[src/rtl/spr_dma_pkg.sv]
package spr_dma_pkg;
  // strobes from control to datapath
  typedef struct packed {
    logic start;  // accept trigger: latch page, clear offset
    logic rdGo;   // issue a source read this cycle
  } dmaCtl_t;
endpackage

[src/rtl/spr_dma_ctrl.sv]
module spr_dma_ctrl
  import spr_dma_pkg::*;
#(
  parameter int STALL_EVEN = 513,
  parameter int STALL_ODD  = 514,
  localparam int CNT_W = $clog2(STALL_ODD + 1)
) (
  input  logic    clk,
  input  logic    rst_n,
  input  logic    trigStrobe,
  input  logic    oddCycle,
  input  logic    lastRead,
  output dmaCtl_t ctl,
  output logic    stall,
  output logic    done
);
  logic [CNT_W-1:0] stallCnt;
  logic             reading;
  logic             startNow;

  localparam logic [CNT_W-1:0] LOAD_EVEN = CNT_W'(STALL_EVEN);
  localparam logic [CNT_W-1:0] LOAD_ODD  = CNT_W'(STALL_ODD);
  localparam logic [CNT_W-1:0] CNT_ONE   = CNT_W'(1);

  assign stall    = (stallCnt != '0);
  assign startNow = trigStrobe & ~stall;

  always_comb begin
    ctl.start = startNow;
    ctl.rdGo  = reading;
  end

  always_ff @(posedge clk) begin
    if (!rst_n) begin
      stallCnt <= '0;
      reading  <= 1'b0;
      done     <= 1'b0;
    end else begin
      done <= (stallCnt == CNT_ONE);
      if (startNow) begin
        stallCnt <= oddCycle ? LOAD_ODD : LOAD_EVEN;
        reading  <= 1'b1;
      end else begin
        if (stall) stallCnt <= stallCnt - CNT_ONE;
        if (reading && lastRead) reading <= 1'b0;
      end
    end
  end
endmodule

[src/rtl/spr_dma_datapath.sv]
module spr_dma_datapath
  import spr_dma_pkg::*;
#(
  parameter int PAGE_W = 8,
  parameter int SPR_AW = 8,
  parameter int DATA_W = 8,
  localparam int ADDR_W = PAGE_W + SPR_AW
) (
  input  logic              clk,
  input  logic              rst_n,
  input  dmaCtl_t           ctl,
  input  logic              busy,
  input  logic [PAGE_W-1:0] trigData,
  input  logic              ptrWr,
  input  logic [SPR_AW-1:0] ptrWrData,
  input  logic [DATA_W-1:0] rdData,
  output logic              rdEn,
  output logic [ADDR_W-1:0] rdAddr,
  output logic              sprWrEn,
  output logic [SPR_AW-1:0] sprWrAddr,
  output logic [DATA_W-1:0] sprWrData,
  output logic [SPR_AW-1:0] ptr,
  output logic              lastRead
);
  logic [PAGE_W-1:0] page;
  logic [SPR_AW-1:0] offset;
  logic [SPR_AW-1:0] dstPtr;
  logic              wrPend;

  assign rdEn      = ctl.rdGo;
  assign rdAddr    = {page, offset};
  assign lastRead  = (offset == '1);
  assign sprWrEn   = wrPend;
  assign sprWrAddr = dstPtr;
  assign sprWrData = rdData;
  assign ptr       = dstPtr;

  always_ff @(posedge clk) begin
    if (!rst_n) begin
      page   <= '0;
      offset <= '0;
      dstPtr <= '0;
      wrPend <= 1'b0;
    end else begin
      wrPend <= ctl.rdGo;
      if (ctl.start) begin
        page   <= trigData;
        offset <= '0;
      end else if (ctl.rdGo) begin
        offset <= offset + 1'b1;
      end
      if (wrPend)
        dstPtr <= dstPtr + 1'b1;
      else if (ptrWr && !busy)
        dstPtr <= ptrWrData;
    end
  end
endmodule

[src/rtl/spr_dma_top.sv]
module spr_dma_top
  import spr_dma_pkg::*;
#(
  parameter int STALL_EVEN = 513,
  parameter int STALL_ODD  = 514
) (
  input  logic        clk,
  input  logic        rst_n,
  input  logic        trigStrobe,
  input  logic [7:0]  trigData,
  input  logic        oddCycle,
  input  logic        ptrWr,
  input  logic [7:0]  ptrWrData,
  output logic        rdEn,
  output logic [15:0] rdAddr,
  input  logic [7:0]  rdData,
  output logic        sprWrEn,
  output logic [7:0]  sprWrAddr,
  output logic [7:0]  sprWrData,
  output logic [7:0]  ptr,
  output logic        stall,
  output logic        done
);
  dmaCtl_t ctl;
  logic    lastRead;

  spr_dma_ctrl #(.STALL_EVEN(STALL_EVEN), .STALL_ODD(STALL_ODD)) u_ctrl (
    .clk(clk), .rst_n(rst_n), .trigStrobe(trigStrobe), .oddCycle(oddCycle),
    .lastRead(lastRead), .ctl(ctl), .stall(stall), .done(done)
  );

  spr_dma_datapath #(.PAGE_W(8), .SPR_AW(8), .DATA_W(8)) u_dp (
    .clk(clk), .rst_n(rst_n), .ctl(ctl), .busy(stall), .trigData(trigData),
    .ptrWr(ptrWr), .ptrWrData(ptrWrData), .rdData(rdData), .rdEn(rdEn),
    .rdAddr(rdAddr), .sprWrEn(sprWrEn), .sprWrAddr(sprWrAddr),
    .sprWrData(sprWrData), .ptr(ptr), .lastRead(lastRead)
  );
endmodule

[config.mk]
export PLATFORM = sky130hd
export DESIGN_NAME = spr_dma_top
export DESIGN_NICKNAME = d
export VERILOG_FILES = /design/src/rtl/spr_dma_pkg.sv /design/src/rtl/spr_dma_ctrl.sv /design/src/rtl/spr_dma_datapath.sv /design/src/rtl/spr_dma_top.sv
export SDC_FILE = /design/constraint.sdc
export NUM_CORES = 1
export LEC_CHECK = 0
export ABC_CLOCK_PERIOD_IN_PS = 3100
export BUFFER_PORTS_ARGS = -buffer_cell sky130_fd_sc_hd__buf_2
export CAP_MARGIN = 10
export CORE_ASPECT_RATIO = 0.75
export CORE_UTILIZATION = 40
export CTS_BUF_LIST = sky130_fd_sc_hd__clkbuf_8 sky130_fd_sc_hd__clkbuf_16
export DETAILED_ROUTE_END_ITERATION = 8
export PLACE_DENSITY = 0.67
export SLEW_MARGIN = 20
export SYNTH_ARGS = -nofsm -noshare
export SYNTH_HDL_FRONTEND = slang
export SYNTH_SLANG_ARGS = --single-unit
export TNS_END_PERCENT = 1
[constraint.sdc]
create_clock -name clk -period 3.1 [get_ports clk]
set_clock_uncertainty 0.1 [all_clocks]
set_input_delay 0.62 -clock clk [delete_from_list [all_inputs] [get_ports clk]]
set_output_delay 0.62 -clock clk [all_outputs]
set_load 0.005 [all_outputs]
# Word level (Yosys, flattened, before mapping)
# Index checks and enable logic that the tools add are counted.
dict set report totals {
  elab_cells 30
  regBits 37
  out_inout_bits 44
  inputBits 29
}
dict set report classes {
  addsub 3
  n_eq_ne 2
  bitwise_logic 3
  n_mux 7
  n_reduce_logical 8
}
# operator n
set ops {}
lappend ops {{$mux 10} 2}
lappend ops {{$add 8x1->8 const B} 2}
lappend ops {{$mux 8} 2}
lappend ops {{$eq 10x1->1 const B} 1}
lappend ops {{$reduce_bool 10->1} 1}
lappend ops {{$sub 10x1->10 const B} 1}
lappend ops {{$eq 8x8->1 const B} 1}
lappend ops {{$reduce_bool 2->1} 3}
lappend ops {{$logic_and 1x1->1} 2}
lappend ops {{$mux 1} 2}
lappend ops {{$mux 2} 1}
lappend ops {{$not 1->1} 2}
lappend ops {{$reduce_or 2->1} 1}
lappend ops {{$and 1x1->1} 1}
lappend ops {{$logic_not 1->1} 1}

# Depth between registers and ports, before layout
dict set report depth {
  ltp_word 5
  depth_mapped 7
  depth_no_buf 6
}

# Modules after synthesis
# From an unflattened synthesis, not the netlist that was laid out.
dict set report unflattened {
  cells_unflattened 206
  area_unflattened_um2 1840.5
}
# mod seq_area_each_um2 n_inst area_per_inst_um2 cells_per_inst
set modules_own_cells {}
lappend modules_own_cells {spr_dma_datapath 500.5 1 1232.4 138}
lappend modules_own_cells {spr_dma_ctrl 240.2 1 608.1 68}

# Worst setup path before layout
# Ideal clock, no wire load.
dict set report synth_timing {
  path_kind {register to output}
  startpoint {register u_ctrl.stallCnt[1]}
  endpoint {output stall}
  path_buffers 0
  path_stages_with_launch 5
  setup_slack_ns 1.172
  arrival_time_ns 1.208
  t_required_ns 2.380
  cell_sequence {dfxtp_1 -> inv_1 -> ha_1 -> nor4b_4 -> nand3_1}
}
dict set report synth_between {
  elab_chain_len 1
}
# item line
set synth_lines {}
lappend synth_lines {{start: declaration} spr_dma_ctrl.sv:17} ;# logic [CNT_W-1:0] stallCnt;
lappend synth_lines {{start signal: assignment} spr_dma_ctrl.sv:41} ;# stallCnt <= oddCycle ? LOAD_ODD : LOAD_EVEN;
lappend synth_lines {{start signal: assignment} spr_dma_ctrl.sv:44} ;# if (stall) stallCnt <= stallCnt - CNT_ONE;
lappend synth_lines {{$reduce_bool 10->1} spr_dma_ctrl.sv:25} ;# assign stall = (stallCnt != '0);
lappend synth_lines {{end: declaration} spr_dma_top.sv:21} ;# output logic stall,
# No other way between the ends.

# Worst setup path after layout
# Ends and elaborated chain as after synthesis.

==> reports/qor.txt <==
minimum period implied by the final worst setup slack - 2680 ps
count of standard-cell rows - 21
number of buffer and inverter stages on the critical path - 2
count of fill cells added during filler insertion - 446
final global-route overflow total - 0
reg2reg path depth - 6
TritonCTS clock tree - yes
maximum number of pins on one net before global-route repair - 20
hpwl dp - 2680 µm
sequential share of power - 40.3%
most common cell after layout, fill and taps aside - sky130_fd_sc_hd__buf_2
Tightest Pin Transition - 654 ps
switching part of the total - 38.1%
final-layout worst hold slack - 360 ps
diode count - 0
Area growth syn-to-layout - 15.8%
Clock Root Buffer - sky130_fd_sc_hd__clkbuf_8
dominant cells by area after synthesis - sky130_fd_sc_hd__dfxtp_1 (39%), sky130_fd_sc_hd__buf_4 (6.7%), sky130_fd_sc_hd__nand3_1 (4.2%)
maximum single-stage delay on the critical path - 450 ps
Slew Limit Headroom - 56.0%
setup repair after global routing missed its margin - false
synthesized-area fraction occupied by xor and xnor cells - 4.12%
initial antenna violation count - 0
area taken by multi-input logic gates - 977 µm²
fraction of synthesized cell area taken by the top area cell type - 38.7%
vias in the first global route - 1346
share of total power in combinational logic - 37.1%
number of warnings issued by yosys - 0
mux share of post-synthesis cell area - 2.09%
total internal power - 1.15 mW
type of the most critical hold path - flip-flop to flip-flop
most used cells in the layout excluding fill and tap cells - sky130_fd_sc_hd__buf_2 (56), sky130_fd_sc_hd__dfxtp_1 (37), sky130_fd_sc_hd__nor2_1 (20), sky130_fd_sc_hd__nand2_1 (17), sky130_fd_sc_hd__nand3_1 (16)
critical path peak fanout - 8
die width - 81.8 µm
setup bufs post-CTS - 0
Synth Area in Simple Gates - 26.4%
maximum number of buffers from clock root to sink - 2
number of vias after detailed routing - 1631
global-route usage over all layers - 16.0%
Synth Area in Compound Gates - 15.9%
number of nets still failing antenna checks after routing - 0
total setup violations reported at the end of the flow - 0
Hold Fails Final Rpt - 0
cell count after synthesis - 223
area inside the core boundary - 0.00452 mm²
Yosys cell types - 40
Starting Density - 42.3%
final layout net count - 293
Worst EP required - 2380 ps
total of flip-flops plus latches after synthesis - 37
series of cell instances along the critical path - inv_1, ha_1, nor4b_4, nand3_1, buf_2
combinational family with the most area after synthesis - simple AND/OR/NAND/NOR gates
Inst Count DP - 310
worst hold path depth - 2
Avg Inst Size Synth - 8.57 µm²
number of DRC violations after detailed-routing iteration 0 - 122
overall die area - 0.00506 mm²
pwr/cell area - 840 mW/mm²
outcome - completed
leakage dissipation - 0.980 nW
Switch Pwr - 709 µW
total standard cell area after synthesis - 0.00191 mm²
total of max-cap violations - 0
number of max-slew violations in the final report - 0
CP top delay family - simple AND/OR/NAND/NOR gates
floorplan die height - 61.9 µm
post-synthesis share of cell area spent on full adders, half adders and majority gates - 2.62%
Detailed Routing Iterations Pass 1 - 4
H-tree depth - 2
crit path DAT - 1960 ps
detail-routed net length per standard cell - 12.3 µm
endpoint class of the critical path - output port
global-route wire length before repair - 6090 µm
TritonCTS buffer count - 5
depth of the critical timing path with buffers and inverters included - 5
ratio of final minimum period to clock period - 86.4%
clock share of power - 22.6%
Setup crit start kind - flip-flop
fraction of the yosys area taken by sequential cells - 38.7%
wire length after detailed routing - 3900 µm
final cell count without fillers - 318
total of hold buffers inserted after clock tree synthesis - 0
Worst IR Drop VDD - 319 µV
number of input and output port buffers inserted - 56
Post-Syn Nets - 256
Power Total - 1.86 mW
proportion of layout cells with a drive suffix above 1 - 28.0%
routability cong. - 0.776
number of placed I/O pins - 73
library cell contributing the largest single delay on the critical path - sky130_fd_sc_hd__nor4b_4
library cell occupying the most area in the post-synthesis netlist - sky130_fd_sc_hd__dfxtp_1
Gates resized, CTS repair - 0
maximum operating frequency - 0.373 GHz
DRC - 0
DR vias/cell - 5.13
source-to-sink clock delay at the later pin of the worst-skew pair - 290 ps
TritonCTS Sinks - 37
sum of negative setup slack - 0 ps
flip-flop and latch area - 741 µm²
Crit Path Class - flip-flop to output port
clock transition time at the flip-flop clock pins of the worst setup and hold paths - 80 ps
==> registers in the layout, summed over array words and instances (netlist names) <==
register and cells:
u_ctrl.stallCnt 10, u_dp.offset 8, u_dp.page 8, u_dp.ptr 8, u_ctrl.done 1, u_ctrl.reading 1
u_dp.sprWrEn 1
==> final timing paths <==
path | startpoint | end | slack, ps
max reg2reg | u_ctrl.stallCnt[1] | u_dp.offset[7] | 780
max | u_ctrl.stallCnt[1] | stall | 420
min | u_dp.page[7] | u_dp.page[7] | 360
min reg2reg | u_dp.page[7] | u_dp.page[7] | 360
==> power groups by stage <==
stage	clock (mW)	sequential (mW)	combinational [mW]
final	0.421	0.749	0.691
after global routing	0.447	0.771	0.783
after CTS	0.430	0.747	0.693
after detailed placement	0	0.755	0.689
after global placement	0	0.757	0.688
after floorplan	0	0.713	0.572
==> tightest hold or removal path, cell delays in order (launching register included) <==
cell	delay [ps]
sky130_fd_sc_hd__dfxtp_1	320
sky130_fd_sc_hd__nand3_1	60
sky130_fd_sc_hd__o21ai_1	50
==> cell usage after synthesis, drive strengths merged <==
| library cell | count |
|---|---|
| dfxtp | 37 |
| nor2 | 20 |
| buf | 19 |
| nand2 | 17 |
| nand3 | 16 |
| o21ai | 14 |
| clkbuf | 8 |
| nand4 | 8 |
| a21boi | 7 |
| inv | 7 |
| and3 | 6 |
| xnor2 | 6 |
| a21oi | 5 |
| o211ai | 5 |
| a31oi | 4 |
| ha | 4 |
| mux2i | 4 |
| nand2b | 4 |
| nand3b | 4 |
| o31a | 4 |
| and2 | 3 |
| nor3 | 3 |
| nor4 | 3 |
| xor2 | 3 |
| o311a | 2 |
| o31ai | 2 |
| or4 | 2 |
| and4 | 1 |
| nor2b | 1 |
| nor4b | 1 |
| o21a | 1 |
| o311ai | 1 |
| or3 | 1 |
==> logic make-up (layout without fill, tap and decap cells) <==
group           Yosys count  count (layout)
simple gates             90              90
compound gates           45              45
flops                    37              37
buf+inv                  34              72
xor+xnor                  9               9
fa+ha+maj                 4               4
mux                       4               4
==> stage by stage <==
stage	setup slack [ps]	area (µm²)	utilization [%]
2_1_floorplan	1170	1910	-
3_3_place_gp	841	2100	46.5
3_5_place_dp	754	2100	46.5
4_1_cts	422	2210	49.0
5_1_grt	280	2210	49.0
6_report	421	2210	49.0
==> metal layers <==
metal  track usage, %  vias up  share of wire, %
met5                0        -                 0
met2             21.5       42                39
li1                 -      850                 -
met4             8.02        0               1.6
met3             4.67        8               5.0
met1             23.1      731                54
==> final cells by class <==
type,count,share of cell area (%)
multi-input cells,152,44.1
repair buffers,57,13.0
well taps,57,3.22
clock inverters,3,1.92
inverters,7,1.19
clock buffers,5,3.11
flip-flops and latches,37,33.4
Power figures use the tool's default switching activity.
